===== config.mk =====
export PLATFORM = sky130hd
export DESIGN_NAME = casc_clk_div
export DESIGN_NICKNAME = d
export VERILOG_FILES = /design/src/rtl/ccd_pkg.sv /design/src/rtl/ccd_sync_ctrl.sv /design/src/rtl/ccd_div_stage.sv /design/src/rtl/ccd_out_sel.sv /design/src/rtl/casc_clk_div.sv
export SDC_FILE = /design/constraint.sdc
export NUM_CORES = 1
export LEC_CHECK = 0
export BUFFER_PORTS_ARGS = -buffer_cell sky130_fd_sc_hd__buf_2
export CAP_MARGIN = 10
export CORE_ASPECT_RATIO = 1.5
export CORE_MARGIN = 5
export CORE_UTILIZATION = 40
export DETAILED_ROUTE_END_ITERATION = 12
export PLACE_DENSITY = 0.67
export SYNTH_ARGS = -nofsm -noshare
export SYNTH_HDL_FRONTEND = slang
export SYNTH_SLANG_ARGS = --single-unit

===== constraint.sdc =====
create_clock -name clk_i -period 4.9 [get_ports clk_i]
set_input_delay 0 -clock clk_i [delete_from_list [all_inputs] [get_ports clk_i]]
set_output_delay 0 -clock clk_i [all_outputs]
set_load 0.02 [all_outputs]

===== src/rtl/ccd_pkg.sv =====
// Package: shared constants and the controller state type for the
// cascaded output divider.
package ccd_pkg;
    parameter int DEF_MAX_RATIO = 32;
    parameter int NUM_STAGES    = 2;

    // Controller phases: cleared and waiting for release, counting the
    // phase offset, dividing.
    typedef enum logic [1:0] {
        ST_HOLD = 2'd0,
        ST_WAIT = 2'd1,
        ST_RUN  = 2'd2
    } ccd_state_e;
endpackage


===== src/rtl/ccd_sync_ctrl.sv =====
// Module: ccd_sync_ctrl
// Owns the synchronization sequence. It clamps the raw ratios and the
// offset and captures them at the release edge. It then counts the
// offset down and issues the start, advance and clear controls to the
// divide stages.
// Assumes sync_i and the configuration inputs are synchronous to clk_i.
module ccd_sync_ctrl
    import ccd_pkg::*;
#(
    parameter int MAX_RATIO = DEF_MAX_RATIO,
    parameter int RATIO_W   = $clog2(MAX_RATIO + 1),
    parameter int OFS_W     = $clog2(MAX_RATIO * MAX_RATIO),
    parameter int PROD_W    = $clog2(MAX_RATIO * MAX_RATIO + 1)
) (
    input  logic               clk_i,
    input  logic               rst_ni,
    input  logic               sync_i,
    input  logic [RATIO_W-1:0] ratio_a_i,
    input  logic [RATIO_W-1:0] ratio_b_i,
    input  logic [OFS_W-1:0]   phase_i,
    output logic [RATIO_W-1:0] n1_o,
    output logic [RATIO_W-1:0] n2_o,
    output logic [OFS_W-1:0]   ofs_o,
    output logic               clear_o,
    output logic               start_o,
    output logic               adv_o,
    output logic               run_o,
    output logic               wait_o
);
    localparam logic [RATIO_W-1:0] RMAX = RATIO_W'(MAX_RATIO);

    ccd_state_e         st_q;
    logic [OFS_W-1:0]   dly_q;
    logic [RATIO_W-1:0] n1_q, n2_q, n1_c, n2_c;
    logic [OFS_W-1:0]   ofs_q, ofs_c;
    logic [PROD_W-1:0]  prod_c;

    // Clamp one raw ratio into 1..MAX_RATIO.
    function automatic logic [RATIO_W-1:0] clamp_ratio(input logic [RATIO_W-1:0] raw);
        if (raw == '0)
            return RATIO_W'(1);
        else if (raw > RMAX)
            return RMAX;
        else
            return raw;
    endfunction

    // Effective ratios and offset limited to one output period.
    always_comb begin
        n1_c   = clamp_ratio(ratio_a_i);
        n2_c   = clamp_ratio(ratio_b_i);
        prod_c = PROD_W'(n1_c) * PROD_W'(n2_c);
        if (PROD_W'(phase_i) >= prod_c)
            ofs_c = OFS_W'(prod_c - PROD_W'(1));
        else
            ofs_c = phase_i;
    end

    // Sequence state, offset countdown and configuration capture.
    always_ff @(posedge clk_i) begin
        if (!rst_ni) begin
            st_q  <= ST_HOLD;
            dly_q <= '0;
            n1_q  <= RATIO_W'(1);
            n2_q  <= RATIO_W'(1);
            ofs_q <= '0;
        end else if (sync_i) begin
            st_q  <= ST_HOLD;
            dly_q <= '0;
        end else begin
            unique case (st_q)
                ST_HOLD: begin
                    n1_q  <= n1_c;
                    n2_q  <= n2_c;
                    ofs_q <= ofs_c;
                    dly_q <= ofs_c;
                    st_q  <= ST_WAIT;
                end
                ST_WAIT: begin
                    if (dly_q == '0)
                        st_q <= ST_RUN;
                    else
                        dly_q <= dly_q - OFS_W'(1);
                end
                default: st_q <= ST_RUN;
            endcase
        end
    end

    // Stage controls derived from the current phase.
    always_comb begin
        clear_o = sync_i;
        start_o = !sync_i && (st_q == ST_WAIT) && (dly_q == '0);
        adv_o   = !sync_i && (st_q == ST_RUN);
        run_o   = (st_q == ST_RUN);
        wait_o  = (st_q == ST_WAIT);
    end

    assign n1_o  = n1_q;
    assign n2_o  = n2_q;
    assign ofs_o = ofs_q;
endmodule


===== src/rtl/ccd_div_stage.sv =====
// Module: ccd_div_stage
// One programmable divide stage. It counts enable events modulo its
// ratio and keeps a registered level that is high for the first
// ceil(ratio/2) positions. It flags the event that wraps the count.
// A ratio of 1 keeps the level high and wraps on every event.
// Assumes ratio_i is already clamped to 1..MAX_RATIO and held stable.
module ccd_div_stage #(
    parameter int RATIO_W = 6
) (
    input  logic               clk_i,
    input  logic               rst_ni,
    input  logic               clear_i,
    input  logic               start_i,
    input  logic               en_i,
    input  logic [RATIO_W-1:0] ratio_i,
    output logic               lvl_o,
    output logic               wrap_o
);
    logic [RATIO_W-1:0] cnt_q, cnt_nxt, half;
    logic               last, lvl_q;

    // Wrap point, next position and the high-phase length.
    always_comb begin
        last    = (cnt_q == ratio_i - RATIO_W'(1));
        cnt_nxt = last ? '0 : cnt_q + RATIO_W'(1);
        half    = (ratio_i + RATIO_W'(1)) >> 1;
        wrap_o  = en_i && last;
    end

    // Position counter and level register.
    always_ff @(posedge clk_i) begin
        if (!rst_ni || clear_i) begin
            cnt_q <= '0;
            lvl_q <= 1'b0;
        end else if (start_i) begin
            cnt_q <= '0;
            lvl_q <= 1'b1;
        end else if (en_i) begin
            cnt_q <= cnt_nxt;
            lvl_q <= (cnt_nxt < half);
        end
    end

    assign lvl_o = lvl_q;
endmodule


===== src/rtl/ccd_out_sel.sv =====
// Module: ccd_out_sel
// Picks the divided clock from the stage levels. Stage two is used when
// it divides. Stage one is used when only it divides. When both ratios
// are 1 the fast clock is gated by the running level. Bypass forwards
// the fast clock.
// Assumes the levels are low whenever the divider is not running.
module ccd_out_sel #(
    parameter int RATIO_W = 6
) (
    input  logic               clk_i,
    input  logic               bypass_i,
    input  logic               lvl1_i,
    input  logic               lvl2_i,
    input  logic [RATIO_W-1:0] n1_i,
    input  logic [RATIO_W-1:0] n2_i,
    output logic               div_o,
    output logic               out_o
);
    // Source selection for the divided and forwarded clock.
    always_comb begin
        if (n2_i != RATIO_W'(1))
            div_o = lvl2_i;
        else if (n1_i != RATIO_W'(1))
            div_o = lvl1_i;
        else
            div_o = lvl1_i & clk_i;
        out_o = bypass_i ? clk_i : div_o;
    end
endmodule


===== src/rtl/casc_clk_div.sv =====
// Module: casc_clk_div (top)
// Two cascaded programmable divide stages with a coarse phase offset and
// synchronization. Stage one advances on every running fast cycle, and
// each later stage advances when the stage before it wraps. Both output
// ports carry the same divided clock.
// Assumes a single clock domain. Ratio and offset inputs are sampled at
// the release edge only.
module casc_clk_div
    import ccd_pkg::*;
#(
    parameter int MAX_RATIO = DEF_MAX_RATIO,
    localparam int RATIO_W  = $clog2(MAX_RATIO + 1),
    localparam int OFS_W    = $clog2(MAX_RATIO * MAX_RATIO)
) (
    input  logic               clk_i,
    input  logic               rst_ni,
    input  logic               sync_i,
    input  logic               bypass_i,
    input  logic [RATIO_W-1:0] ratio_a_i,
    input  logic [RATIO_W-1:0] ratio_b_i,
    input  logic [OFS_W-1:0]   phase_i,
    output logic               clk_out_a_o,
    output logic               clk_out_b_o
);
    logic [RATIO_W-1:0]    cfg_n1, cfg_n2;
    logic [OFS_W-1:0]      cfg_ofs;
    logic                  clear, start, adv, run, waiting;
    logic [NUM_STAGES-1:0] lvl, wrap, en;
    logic [RATIO_W-1:0]    ratio [NUM_STAGES];
    logic                  div_out, out;

    ccd_sync_ctrl #(.MAX_RATIO(MAX_RATIO)) u_ctrl (
        .clk_i     (clk_i),
        .rst_ni    (rst_ni),
        .sync_i    (sync_i),
        .ratio_a_i (ratio_a_i),
        .ratio_b_i (ratio_b_i),
        .phase_i   (phase_i),
        .n1_o      (cfg_n1),
        .n2_o      (cfg_n2),
        .ofs_o     (cfg_ofs),
        .clear_o   (clear),
        .start_o   (start),
        .adv_o     (adv),
        .run_o     (run),
        .wait_o    (waiting)
    );

    assign ratio[0] = cfg_n1;
    assign ratio[1] = cfg_n2;

    // Stage chain: each stage advances on the wrap of the one before it.
    for (genvar gi = 0; gi < NUM_STAGES; gi++) begin : g_stage
        if (gi == 0) begin : g_first
            assign en[gi] = adv;
        end else begin : g_next
            assign en[gi] = wrap[gi-1];
        end
        ccd_div_stage #(.RATIO_W(RATIO_W)) u_stage (
            .clk_i   (clk_i),
            .rst_ni  (rst_ni),
            .clear_i (clear),
            .start_i (start),
            .en_i    (en[gi]),
            .ratio_i (ratio[gi]),
            .lvl_o   (lvl[gi]),
            .wrap_o  (wrap[gi])
        );
    end

    ccd_out_sel #(.RATIO_W(RATIO_W)) u_sel (
        .clk_i    (clk_i),
        .bypass_i (bypass_i),
        .lvl1_i   (lvl[0]),
        .lvl2_i   (lvl[1]),
        .n1_i     (cfg_n1),
        .n2_i     (cfg_n2),
        .div_o    (div_out),
        .out_o    (out)
    );

    assign clk_out_a_o = out;
    assign clk_out_b_o = out;
endmodule


==> impl_metrics.py <==
metrics = {
    "finish": {
        "drive_gt1_frac": 0.152,
        "fin_cells": 764,
        "finalNetCount": 705,
        "n_antenna_cell": 0,
        "fillers": 1093,
        "area_growth_pct": 20.9,
        "multi_input_area_sq_mm": 0.00342,
        "fin_util": 0.490,
        "regArea_sq_um": 761,
    },
    "power": {
        "p_comb_frac": 0.328,
        "leakagePower_nw": 2.38,
        "p_seq_frac": 0.238,
        "switching_share": 0.339,
        "clkPwrFrac": 0.433,
        "p_sw_w": 0.000507,
        "power_w": 0.00149,
        "power_per_cell_area_mw_per_mm2": 279,
        "p_int_w": 0.000987,
        "ir_drop_mv": 0.157,
    },
    "detailed_routing": {
        "vias": 4208,
        "drc": 0,
        "avgRoutedWirePerCell_um": 14.9,
        "drt_iter0_markers": 219,
        "vias_per_cell": 5.51,
        "first_pass_iters": 5,
        "drt_wl_total_mm": 11.4,
        "drtAntennaViolNets": 0,
    },
    "critical_path": {
        "worstReg2RegStart": "u_ctrl.n2_o[0]$_SDFFE_PN1P_",
        "critical_path_arrival_ns": 4.88,
        "worst-setup-path-type": "in2reg",
        "cp_max_fo": 14,
        "startpoint_type": "input pin",
        "cp-startpoint": "ratio_a_i[1]",
        "cp_data_required_time_ns": 5.20,
        "worst_setup_path_end_kind": "flip-flop",
    },
    "yosys": {
        "ys_top_cells_by_count": "47 x ha_1, 46 x nand2_1, 43 x nor2_1, 42 x inv_1, 38 x dfxtp_1",
        "syn_area_per_cell_sq_um": 8.00,
        "yosysTopAreaCellShare": 0.172,
        "synthFlopType": "dfxtp_1",
        "ys_top_cells_by_area": "dfxtp_1 17%, ha_1 13%, fa_1 7.2%, xor2_1 4.5%, nand2_1 3.9%",
        "yosysTopAreaCell": "dfxtp_1",
        "async_flop_share": 0,
        "yosysWarnings": 0,
        "yosysSeqAreaShare": 0.172,
        "netlist_instances": 554,
        "syn_area_sq_mm": 0.00443,
        "synthMostInstantiatedCell": "ha_1",
        "ys_ff_latch": 38,
        "synth-edff-count": 0,
        "syn-num-nets": 643,
        "synth_cell_types": 72,
    },
    "sta": {
        "hold_violations": 0,
        "finClkSkew_ns": 0.00743,
        "rsz0062_at_grt": "false",
        "max_freq_mhz": 219,
        "fin_crit_sh": 0.934,
        "hold_ws_ns": 0.0292,
        "worstMarginPinSlew_ns": 0.945,
        "slew_headroom": 0.366,
        "fin_crit_ns": 4.57,
        "finalSetupViolCount": 0,
        "slew_viol_final": 0,
        "setup_slack_ns": 0.325,
    },
    "place": {
        "post-place-ws_ns": -0.103,
        "placed_cells": 736,
        "numPortBuffers": 27,
        "routabilityCongestion": 0.879,
        "dpl.hpwl_mm": 9.09,
    },
    "global_routing": {
        "overflow": 0,
        "grt_use_total": 0.187,
        "busiest_layer": "met2",
        "grt_pass1_vias": 4451,
        "grt_pass1_wl_mm": 19.7,
        "grtUsageMet1": 0.181,
        "grt_max_degree": 23,
        "grtUsageMet3": 0.0309,
        "use_met2": 0.338,
        "antenna_found_initial": 0,
    },
    "min_path": {
        "hold_path.class": "in2reg",
        "hold_start": "ratio_a_i[5]",
    },
    "floorplan": {
        "io_pins": 28,
        "die_area_sq_mm": 0.0133,
        "initial_core_util": 0.405,
        "die_width_um": 95.9,
        "core-area_sq_mm": 0.0109,
        "die_y_um": 139,
        "rows": 47,
    },
    "cts": {
        "cts_tree": "built",
        "path_clk_slew_ns": 0.06,
        "clock_latency_ns": 0.40,
    },
    "flow_run": {
        "drv_cap": 0,
    },
    "outcome": {
        "status": "finished clean",
    },
}
cell usage in the layout, fill, tap and decap left out, drive strengths merged, types with 15 or more instances in the layout:
cell type,synthesis,routed
and2,15,15
nor2,43,43
ha,47,47
dfxtp,38,38
fa,16,16
a21oi,31,31
nor2b,22,22
nand2b,17,17
o21ai,26,26
nor3,16,16
nand2,47,47
xor2,23,23
buf,9,56
inv,42,43
sequential cells by signal (all words and copies together) (netlist names):
register               count
g_stage.u_stage.lvl_o      2
u_ctrl.st_q                2
u_ctrl.dly_q              10
g_stage.u_stage.cnt_q     12
u_ctrl.n2_o                6
u_ctrl.n1_o                6
kinds of logic (layout without fill, tap and decap cells):
family	count (synthesis)	count (layout)	synth area share
XOR/XNOR	38	38	0.0799
AND/OR/NAND/NOR	214	214	0.257
multiplexers	12	12	0.0271
adder cells (fa/ha/maj)	63	63	0.205
buffers and inverters	63	126	0.0587
AO/OA/AOI/OAI	126	126	0.201
flip-flops	38	38	0.172
path summary, 6_finish.rpt:
check / end / slack (ns) / depth (start not counted)
worst max-delay path: u_ctrl.dly_q[9]$_SDFFE_PP0P_ / 0.33 / 19
worst min-delay path: u_ctrl.n1_o[5]$_SDFFE_PN0P_ / 0.03 / 3
worst max register to register: g_stage[1].u_stage.lvl_o$_SDFFE_PP0P_ / 1.65 / 12
worst min register to register: g_stage[0].u_stage.cnt_q[5]$_SDFFE_PP0P_ / 0.51 / 2
repair_timing:
action	in CTS	in global routing
resized for setup	0	1
endpoints found under the hold margin	23	0
hold buffers	11	0
endpoints found under the setup margin	0	9
setup buffers	0	0
final cells by class:
type / instances / area share
tap: 147 / 0.0343
clock inverter: 4 / 0.00514
inverter: 41 / 0.0287
sequential: 38 / 0.142
multi-input combinational: 453 / 0.638
clock buffer: 16 / 0.0673
timing repair buffer: 65 / 0.0846
power by group through the flow:
stage	Sequential, W	Clock (W)	Combinational, W
6_report	0.000356	0.000647	0.000490
3_5_place_dp	0.000362	0.0000224	0.000480
3_3_place_gp	0.000361	0.0000224	0.000467
5_1_grt	0.000360	0.000676	0.000552
4_1_cts	0.000355	0.000660	0.000493
2_1_floorplan	0.000350	0.0000219	0.000363
critical path: stages:
cell     delay, ns
buf_2         0.11
nor4_1        0.35
o21ba_2       0.20
nand2_1       0.08
fa_1          0.55
fa_1          0.53
fa_1          0.55
inv_1         0.04
ha_1          0.34
a21oi_1       0.19
a21oi_1       0.10
or2_2         0.31
ha_1          0.30
nand4_1       0.08
a21oi_1       0.13
o41ai_1       0.10
a32o_2        0.39
a311o_1       0.30
a41o_1        0.22
metal layers:
metal / part of all wire / vias up
met4: 0.056 / 0
met1: 0.36 / 1966
met3: 0.030 / 52
met5: 0 / -
met2: 0.56 / 116
li1: - / 2074
through the flow:
| step | setup TNS [ns] | area, sq um |
|---|---|---|
| final | 0 | 5360 |
| after global routing | 0 | 5360 |
| after CTS | 0 | 5350 |
| after detailed placement | -0.512 | 4870 |
| after global placement | -0.0549 | 4870 |
| after floorplan | 0 | 4430 |
No activity file was read; power rests on OpenSTA's default activity.
